**src/rtl/spi_burst_pkg.sv**
```systemverilog
package spi_burst_pkg;

  typedef enum logic [1:0] {
    ST_IDLE  = 2'd0,
    ST_FETCH = 2'd1,
    ST_SHIFT = 2'd2,
    ST_STORE = 2'd3
  } engState_t;

  // strobes from the control to the datapath
  typedef struct packed {
    logic       load;    // latch a new TX word, clear RX word
    logic       sample;  // capture miso at bitPos
    logic [4:0] bitPos;  // bit of the word on the wire
  } dpCmd_t;

endpackage

```
**src/rtl/spi_burst_ctrl.sv**
```systemverilog
module spi_burst_ctrl
  import spi_burst_pkg::*;
#(
  parameter int NCH  = 4,
  parameter int CSW  = 2,
  parameter int LENW = 12,
  parameter int DIVW = 4
) (
  input  logic            clk,
  input  logic            rstN,
  input  logic            enable,
  input  logic [CSW-1:0]  chanSel,
  input  logic [NCH-1:0]  masterMode,
  input  logic            immStart,
  input  logic            xchgReq,
  input  logic [NCH-1:0]  ssMulti,
  input  logic [LENW-1:0] burstLen,
  input  logic [DIVW-1:0] clkDiv,
  input  logic            txEmpty,
  output logic            txPop,
  input  logic            rxFull,
  output logic            rxPush,
  input  logic            clrDone,
  input  logic            clrOvf,
  output logic            sclk,
  output logic [NCH-1:0]  csN,
  output logic            busy,
  output logic            xchgHeld,
  output logic            xferDone,
  output logic            rxOvf,
  output dpCmd_t          cmd
);

  localparam int RW = LENW + 1;

  engState_t       state;
  logic [RW-1:0]   remBits;
  logic [DIVW-1:0] divCnt;
  logic [2:0]      bitCnt;
  logic [1:0]      byteIdx;
  logic [1:0]      lastByte;
  logic            xchgPrev;

  logic            isMaster;
  logic            multiMode;
  logic            xchgRise;
  logic            goReq;
  logic [RW-1:0]   remStart;
  logic [RW-1:0]   remNext;
  logic [1:0]      lastByteCalc;
  logic            divTick;
  logic            burstOver;
  logic            doneSet;
  logic            ovfSet;

  // chip selects, one generated driver per channel
  for (genvar ch = 0; ch < NCH; ch++) begin : gCs
    assign csN[ch] = ~(enable & masterMode[chanSel] & (chanSel == CSW'(ch)));
  end

  always_comb begin
    isMaster  = masterMode[chanSel];
    multiMode = isMaster & ~immStart & ssMulti[chanSel];
    xchgRise  = xchgReq & ~xchgPrev;
    goReq     = enable & isMaster & (immStart ? ~txEmpty : xchgRise);
    remStart  = (remBits == '0) ? ({1'b0, burstLen} + RW'(1)) : remBits;
    remNext   = (remStart > RW'(32)) ? (remStart - RW'(32)) : '0;
    if (remStart > RW'(24))      lastByteCalc = 2'd3;
    else if (remStart > RW'(16)) lastByteCalc = 2'd2;
    else if (remStart > RW'(8))  lastByteCalc = 2'd1;
    else                         lastByteCalc = 2'd0;
    divTick   = (divCnt == clkDiv);
    burstOver = (remBits == '0) & ~multiMode;
    doneSet   = ((state == ST_IDLE) & goReq & txEmpty) |
                ((state == ST_STORE) & (burstOver | txEmpty));
    ovfSet    = (state == ST_STORE) & rxFull;
  end

  assign txPop      = (state == ST_FETCH);
  assign rxPush     = (state == ST_STORE) & ~rxFull;
  assign busy       = (state != ST_IDLE);
  assign cmd.load   = (state == ST_FETCH);
  assign cmd.sample = (state == ST_SHIFT) & divTick & ~sclk;
  assign cmd.bitPos = {byteIdx, ~bitCnt};

  always_ff @(posedge clk or negedge rstN) begin
    if (!rstN) begin
      state    <= ST_IDLE;
      remBits  <= '0;
      divCnt   <= '0;
      bitCnt   <= '0;
      byteIdx  <= '0;
      lastByte <= '0;
      sclk     <= 1'b0;
      xchgPrev <= 1'b0;
      xchgHeld <= 1'b0;
      xferDone <= 1'b0;
      rxOvf    <= 1'b0;
    end else begin
      xchgPrev <= xchgReq;
      if (!enable) begin
        state    <= ST_IDLE;
        remBits  <= '0;
        sclk     <= 1'b0;
        xchgHeld <= 1'b0;
        xferDone <= 1'b0;
        rxOvf    <= 1'b0;
      end else begin
        xferDone <= (xferDone & ~clrDone) | doneSet;
        rxOvf    <= (rxOvf & ~clrOvf) | ovfSet;
        unique case (state)
          ST_IDLE: begin
            if (goReq) begin
              if (txEmpty) xchgHeld <= 1'b0;
              else         state    <= ST_FETCH;
            end
          end
          ST_FETCH: begin
            remBits  <= remNext;
            lastByte <= lastByteCalc;
            if ((remBits == '0) && multiMode) xchgHeld <= 1'b1;
            bitCnt   <= '0;
            byteIdx  <= '0;
            divCnt   <= '0;
            sclk     <= 1'b0;
            state    <= ST_SHIFT;
          end
          ST_SHIFT: begin
            if (divTick) begin
              divCnt <= '0;
              sclk   <= ~sclk;
              if (sclk) begin
                if (bitCnt == 3'd7) begin
                  bitCnt <= '0;
                  if (byteIdx == lastByte) state   <= ST_STORE;
                  else                     byteIdx <= byteIdx + 2'd1;
                end else begin
                  bitCnt <= bitCnt + 3'd1;
                end
              end
            end else begin
              divCnt <= divCnt + DIVW'(1);
            end
          end
          ST_STORE: begin
            if (doneSet) begin
              state <= ST_IDLE;
              if (txEmpty) xchgHeld <= 1'b0;
            end else begin
              state <= ST_FETCH;
            end
          end
          default: state <= ST_IDLE;
        endcase
      end
    end
  end

endmodule

```
**src/rtl/spi_burst_dp.sv**
```systemverilog
module spi_burst_dp
  import spi_burst_pkg::*;
(
  input  logic        clk,
  input  logic        rstN,
  input  dpCmd_t      cmd,
  input  logic [31:0] txData,
  input  logic        miso,
  output logic        mosi,
  output logic [31:0] rxData
);

  logic [31:0] txWord;
  logic [31:0] rxWord;

  always_ff @(posedge clk or negedge rstN) begin
    if (!rstN) begin
      txWord <= '0;
      rxWord <= '0;
    end else if (cmd.load) begin
      txWord <= txData;
      rxWord <= '0;
    end else if (cmd.sample) begin
      rxWord[cmd.bitPos] <= miso;
    end
  end

  assign mosi   = txWord[cmd.bitPos];
  assign rxData = rxWord;

endmodule

```
**src/rtl/spi_burst_xchg.sv**
```systemverilog
module spi_burst_xchg
  import spi_burst_pkg::*;
#(
  parameter int NCH  = 4,
  parameter int LENW = 12,
  parameter int DIVW = 4
) (
  input  logic                    clk,
  input  logic                    rstN,
  input  logic                    enable,
  input  logic [$clog2(NCH)-1:0]  chanSel,
  input  logic [NCH-1:0]          masterMode,
  input  logic                    immStart,
  input  logic                    xchgReq,
  input  logic [NCH-1:0]          ssMulti,
  input  logic [LENW-1:0]         burstLen,
  input  logic [DIVW-1:0]         clkDiv,
  input  logic                    txEmpty,
  input  logic [31:0]             txData,
  output logic                    txPop,
  input  logic                    rxFull,
  output logic                    rxPush,
  output logic [31:0]             rxData,
  input  logic                    clrDone,
  input  logic                    clrOvf,
  input  logic                    miso,
  output logic                    sclk,
  output logic                    mosi,
  output logic [NCH-1:0]          csN,
  output logic                    busy,
  output logic                    xchgHeld,
  output logic                    xferDone,
  output logic                    rxOvf
);

  localparam int CSW = $clog2(NCH);

  dpCmd_t cmd;

  spi_burst_ctrl #(
    .NCH(NCH), .CSW(CSW), .LENW(LENW), .DIVW(DIVW)
  ) uCtrl (
    .clk(clk), .rstN(rstN), .enable(enable), .chanSel(chanSel),
    .masterMode(masterMode), .immStart(immStart), .xchgReq(xchgReq),
    .ssMulti(ssMulti), .burstLen(burstLen), .clkDiv(clkDiv),
    .txEmpty(txEmpty), .txPop(txPop), .rxFull(rxFull), .rxPush(rxPush),
    .clrDone(clrDone), .clrOvf(clrOvf), .sclk(sclk), .csN(csN),
    .busy(busy), .xchgHeld(xchgHeld), .xferDone(xferDone), .rxOvf(rxOvf),
    .cmd(cmd)
  );

  spi_burst_dp uDp (
    .clk(clk), .rstN(rstN), .cmd(cmd), .txData(txData),
    .miso(miso), .mosi(mosi), .rxData(rxData)
  );

endmodule

```
**config.mk**
```make
export PLATFORM = sky130hd
export DESIGN_NAME = spi_burst_xchg
export DESIGN_NICKNAME = d
export VERILOG_FILES = /design/src/rtl/spi_burst_pkg.sv /design/src/rtl/spi_burst_ctrl.sv /design/src/rtl/spi_burst_dp.sv /design/src/rtl/spi_burst_xchg.sv
export SDC_FILE = /design/constraint.sdc
export NUM_CORES = 1
export LEC_CHECK = 0
export CORE_MARGIN = 2
export CORE_UTILIZATION = 45
export CTS_CLUSTER_SIZE = 10
export DETAILED_ROUTE_END_ITERATION = 12
export PLACE_DENSITY = 0.83
export SYNTH_ARGS = -nofsm -noshare
export SYNTH_HDL_FRONTEND = slang
export SYNTH_SLANG_ARGS = --single-unit
```
**constraint.sdc**
```tcl
create_clock -name clk -period 3.2 [get_ports clk]
set_input_delay 0.64 -clock clk [delete_from_list [all_inputs] [get_ports clk]]
set_output_delay 0.64 -clock clk [all_outputs]
set_load 0.01 [all_outputs]
```
==> flow_summary.yaml <==
global_routing:
  antenna_found_initial: 0
  grt_overflow: 0
  grt_max_degree: 84
  first_global_vias: 4877
  grt_use_total: 0.222
  grt_pass1_wl_mm: 23.2
power:
  ir_worst_vdd_uv: 377
  p_leak_nw: 2.83
  pwr_density_cell_nw_per_um2: 747
  power_mw: 5.33
layout:
  final_nets: 775
  antenna_cells: 0
  drive_gt1_frac: 0.161
  finish.instance_area_um2: 7130
  finalNonFillerCells: 842
  area_growth_pct: 30.2
  fillers: 1029
setup_path:
  cp_data_required_time_ps: 2560
  end_kind: "output port"
  cp-start-kind: "flip-flop"
  crit_path_max_fanout: 8
  worstSetupPathType: "reg -> out"
  crit_arrival_ps: 2340
floorplan:
  rows: 40
  die_w_um: 114
  die_area_um2: 13100
  start_util: 0.458
  core_um2: 12000
  pin_count: 112
  die_h_um: 114
clock_tree:
  cts_buffers: 9
  cts_tree: "built"
  post-cts-setup-buffer-count: 0
  root_buffer: "clkbuf_16"
  cts_htree_levels: 3
  postCtsResizedCells: 2
  clk_pin_slew_ps: 70
  clockBufferDepth: 2
  holdBufCountCts: 0
  clk_latency_ps: 350
  clock-sinks: 95
timing:
  slew_viol_final: 0
  fmax_mhz: 336
  tightest_slew_ps: 1020
  rsz0062_at_grt: "false"
  final.setup.tns_ps: 0
  slew_headroom: 0.321
  finalSetupViolations: 0
  fin_skew_ps: 7.64
  finalCriticalPeriod_ps: 2980
  period_share: 0.930
  finalHoldViolations: 0
synthesis:
  ys_top_cells_by_area: "dfrtp_1 (43%), mux2_2 (6.8%), nand2_1 (5.1%), mux4_2 (4.9%), o21ai_0 (4.7%)"
  synth_edf_count: 0
  synthArstFlopShare: 1.00
  syn-num-nets: 656
  seq_area_frac_synth: 0.434
  syn_inst: 571
  ys.flop_type: "dfrtp_1"
  ys_ff_latch: 95
  syn-cell-area_um2: 5480
  yosysWarnings: 0
  synth_top_cell_by_area: "dfrtp_1"
  synth_common_cells: "dfrtp_1 (95), nand2_1 (74), nor2_1 (54)"
  yosysMostFrequentCell: "dfrtp_1"
  avgSynthCellArea_um2: 9.60
  synth_cell_type_count: 65
  synth_top_area_frac: 0.434
outcome:
  status: "finished, final reports clean"
hold_path:
  hold_path_class: "in -> async"
detailed_routing:
  drc: 0
  drtIter0Drc: 352
  drt-wirelength-per-cell_um: 16.5
  ant_nets: 0
  viasPerCell: 5.65
  routed_wirelength_mm: 13.9
  via_count: 4759
  dr.pass1.iters: 5
place:
  hpwlAfterDp_mm: 10.3
  dp.cells: 826
  place_area_um2: 6850
  gp_congestion: 0.904
  io_buffer_count: 111
job:
  maxCapViolCount: 0
layout make-up:
| type | count | area (um2) | area share |
|---|---|---|---|
| inverter | 15 | 56.3 | 0.00789 |
| timing repair buffer | 134 | 1290 | 0.181 |
| multi-input combinational | 435 | 2940 | 0.413 |
| sequential | 95 | 2380 | 0.333 |
| tap | 147 | 184 | 0.0258 |
| clock inverter | 7 | 53.8 | 0.00754 |
| clock buffer | 9 | 225 | 0.0316 |
logic make-up (layout without fill, tap and decap cells):
logic type,Yosys count,in the layout,synth area share
AND/OR/NAND/NOR,213,213,0.195
AO/OA/AOI/OAI,145,145,0.161
flip-flops,95,95,0.434
multiplexers,48,48,0.123
buffers and inverters,41,165,0.0297
adder cells (fa/ha/maj),17,17,0.0388
XOR/XNOR,12,12,0.0192
stage by stage:
step / hold slack [ps] / worst slack [ps] / utilization
finish: 471 / 224 / 0.596
global route: 523 / 123 / 0.596
detailed placement: 495 / 30.6 / 0.573
CTS: 511 / 200 / 0.596
global placement: 484 / 99.4 / 0.573
floorplan: 344 / 550 / -
worst max-delay path, stage by stage (launching register included):
cell and delay [ps]:
dfrtp_2 440, buf_12 160, mux4_2 510, mux4_2 460
nand2_1 80, nand2_1 40, dlygate4sd2_1 300
sequential cells by signal, summed over array words and instances, names as in the netlist:
signal and cells:
uCtrl.rxOvf 1, uCtrl.byteIdx 2, uCtrl.xchgHeld 1, uCtrl.xchgPrev 1
uDp.rxData 32, uCtrl.divCnt 4, uCtrl.remBits 13, uCtrl.xferDone 1
uCtrl.state 2, uCtrl.lastByte 2, uDp.txWord 32, uCtrl.bitCnt 3
uCtrl.sclk 1
power by group:
group	switching [mW]	internal, mW	leakage (nW)	total (mW)
registers	0.198	1.50	1.24	1.69
clock network	0.490	0.535	0.134	1.03
logic	1.41	1.19	1.46	2.61
total	2.10	3.22	2.83	5.33
per-layer routing:
layer / share of wire / GRT usage / up-vias
li1: - / - / 2287
met1: 0.43 / 0.280 / 2345
met2: 0.51 / 0.392 / 111
met3: 0.044 / 0.0424 / 16
met4: 0.011 / 0.0561 / 0
met5: 0 / 0 / -
placed cells by master, fill, tap and decap left out, types with 4 or more instances in the layout:
master,instances
clkdlybuf4s50_1,109
nand2b_1,10
mux4_2,12
buf_4,23
o31ai_1,5
nor4_1,7
inv_1,15
nor2b_1,7
nand4_1,8
nor3b_1,4
nor3_1,5
a31oi_1,7
ha_1,16
a21oi_1,48
mux2_2,33
or3_1,4
dfrtp_1,94
nand2_1,74
o21ai_1,7
clkbuf_16,9
xnor2_1,11
o21ai_0,52
nor2_1,54
nand3_1,12
path summary, 6_finish.rpt:
check                                                     end                          start  slack, ps  cells past startpoint
worst max-delay path                                     mosi    uCtrl.bitCnt[0]$_DFFE_PN0P_        220                      6
min in group clk                   uDp.txWord[31]$_DFFE_PN0P_     uDp.txWord[31]$_DFFE_PN0P_        510                      1
worst max register to register  uCtrl.remBits[10]$_DFFE_PN0P_  uCtrl.remBits[12]$_DFFE_PN0P_        570                     11
worst min-delay path                uDp.txWord[8]$_DFFE_PN0P_                           rstN        470                      1
max in group asynchronous        uCtrl.remBits[2]$_DFFE_PN0P_                           rstN       2000                      2
worst min register to register     uDp.txWord[31]$_DFFE_PN0P_     uDp.txWord[31]$_DFFE_PN0P_        510                      1
Power figures use the tool's default switching activity.
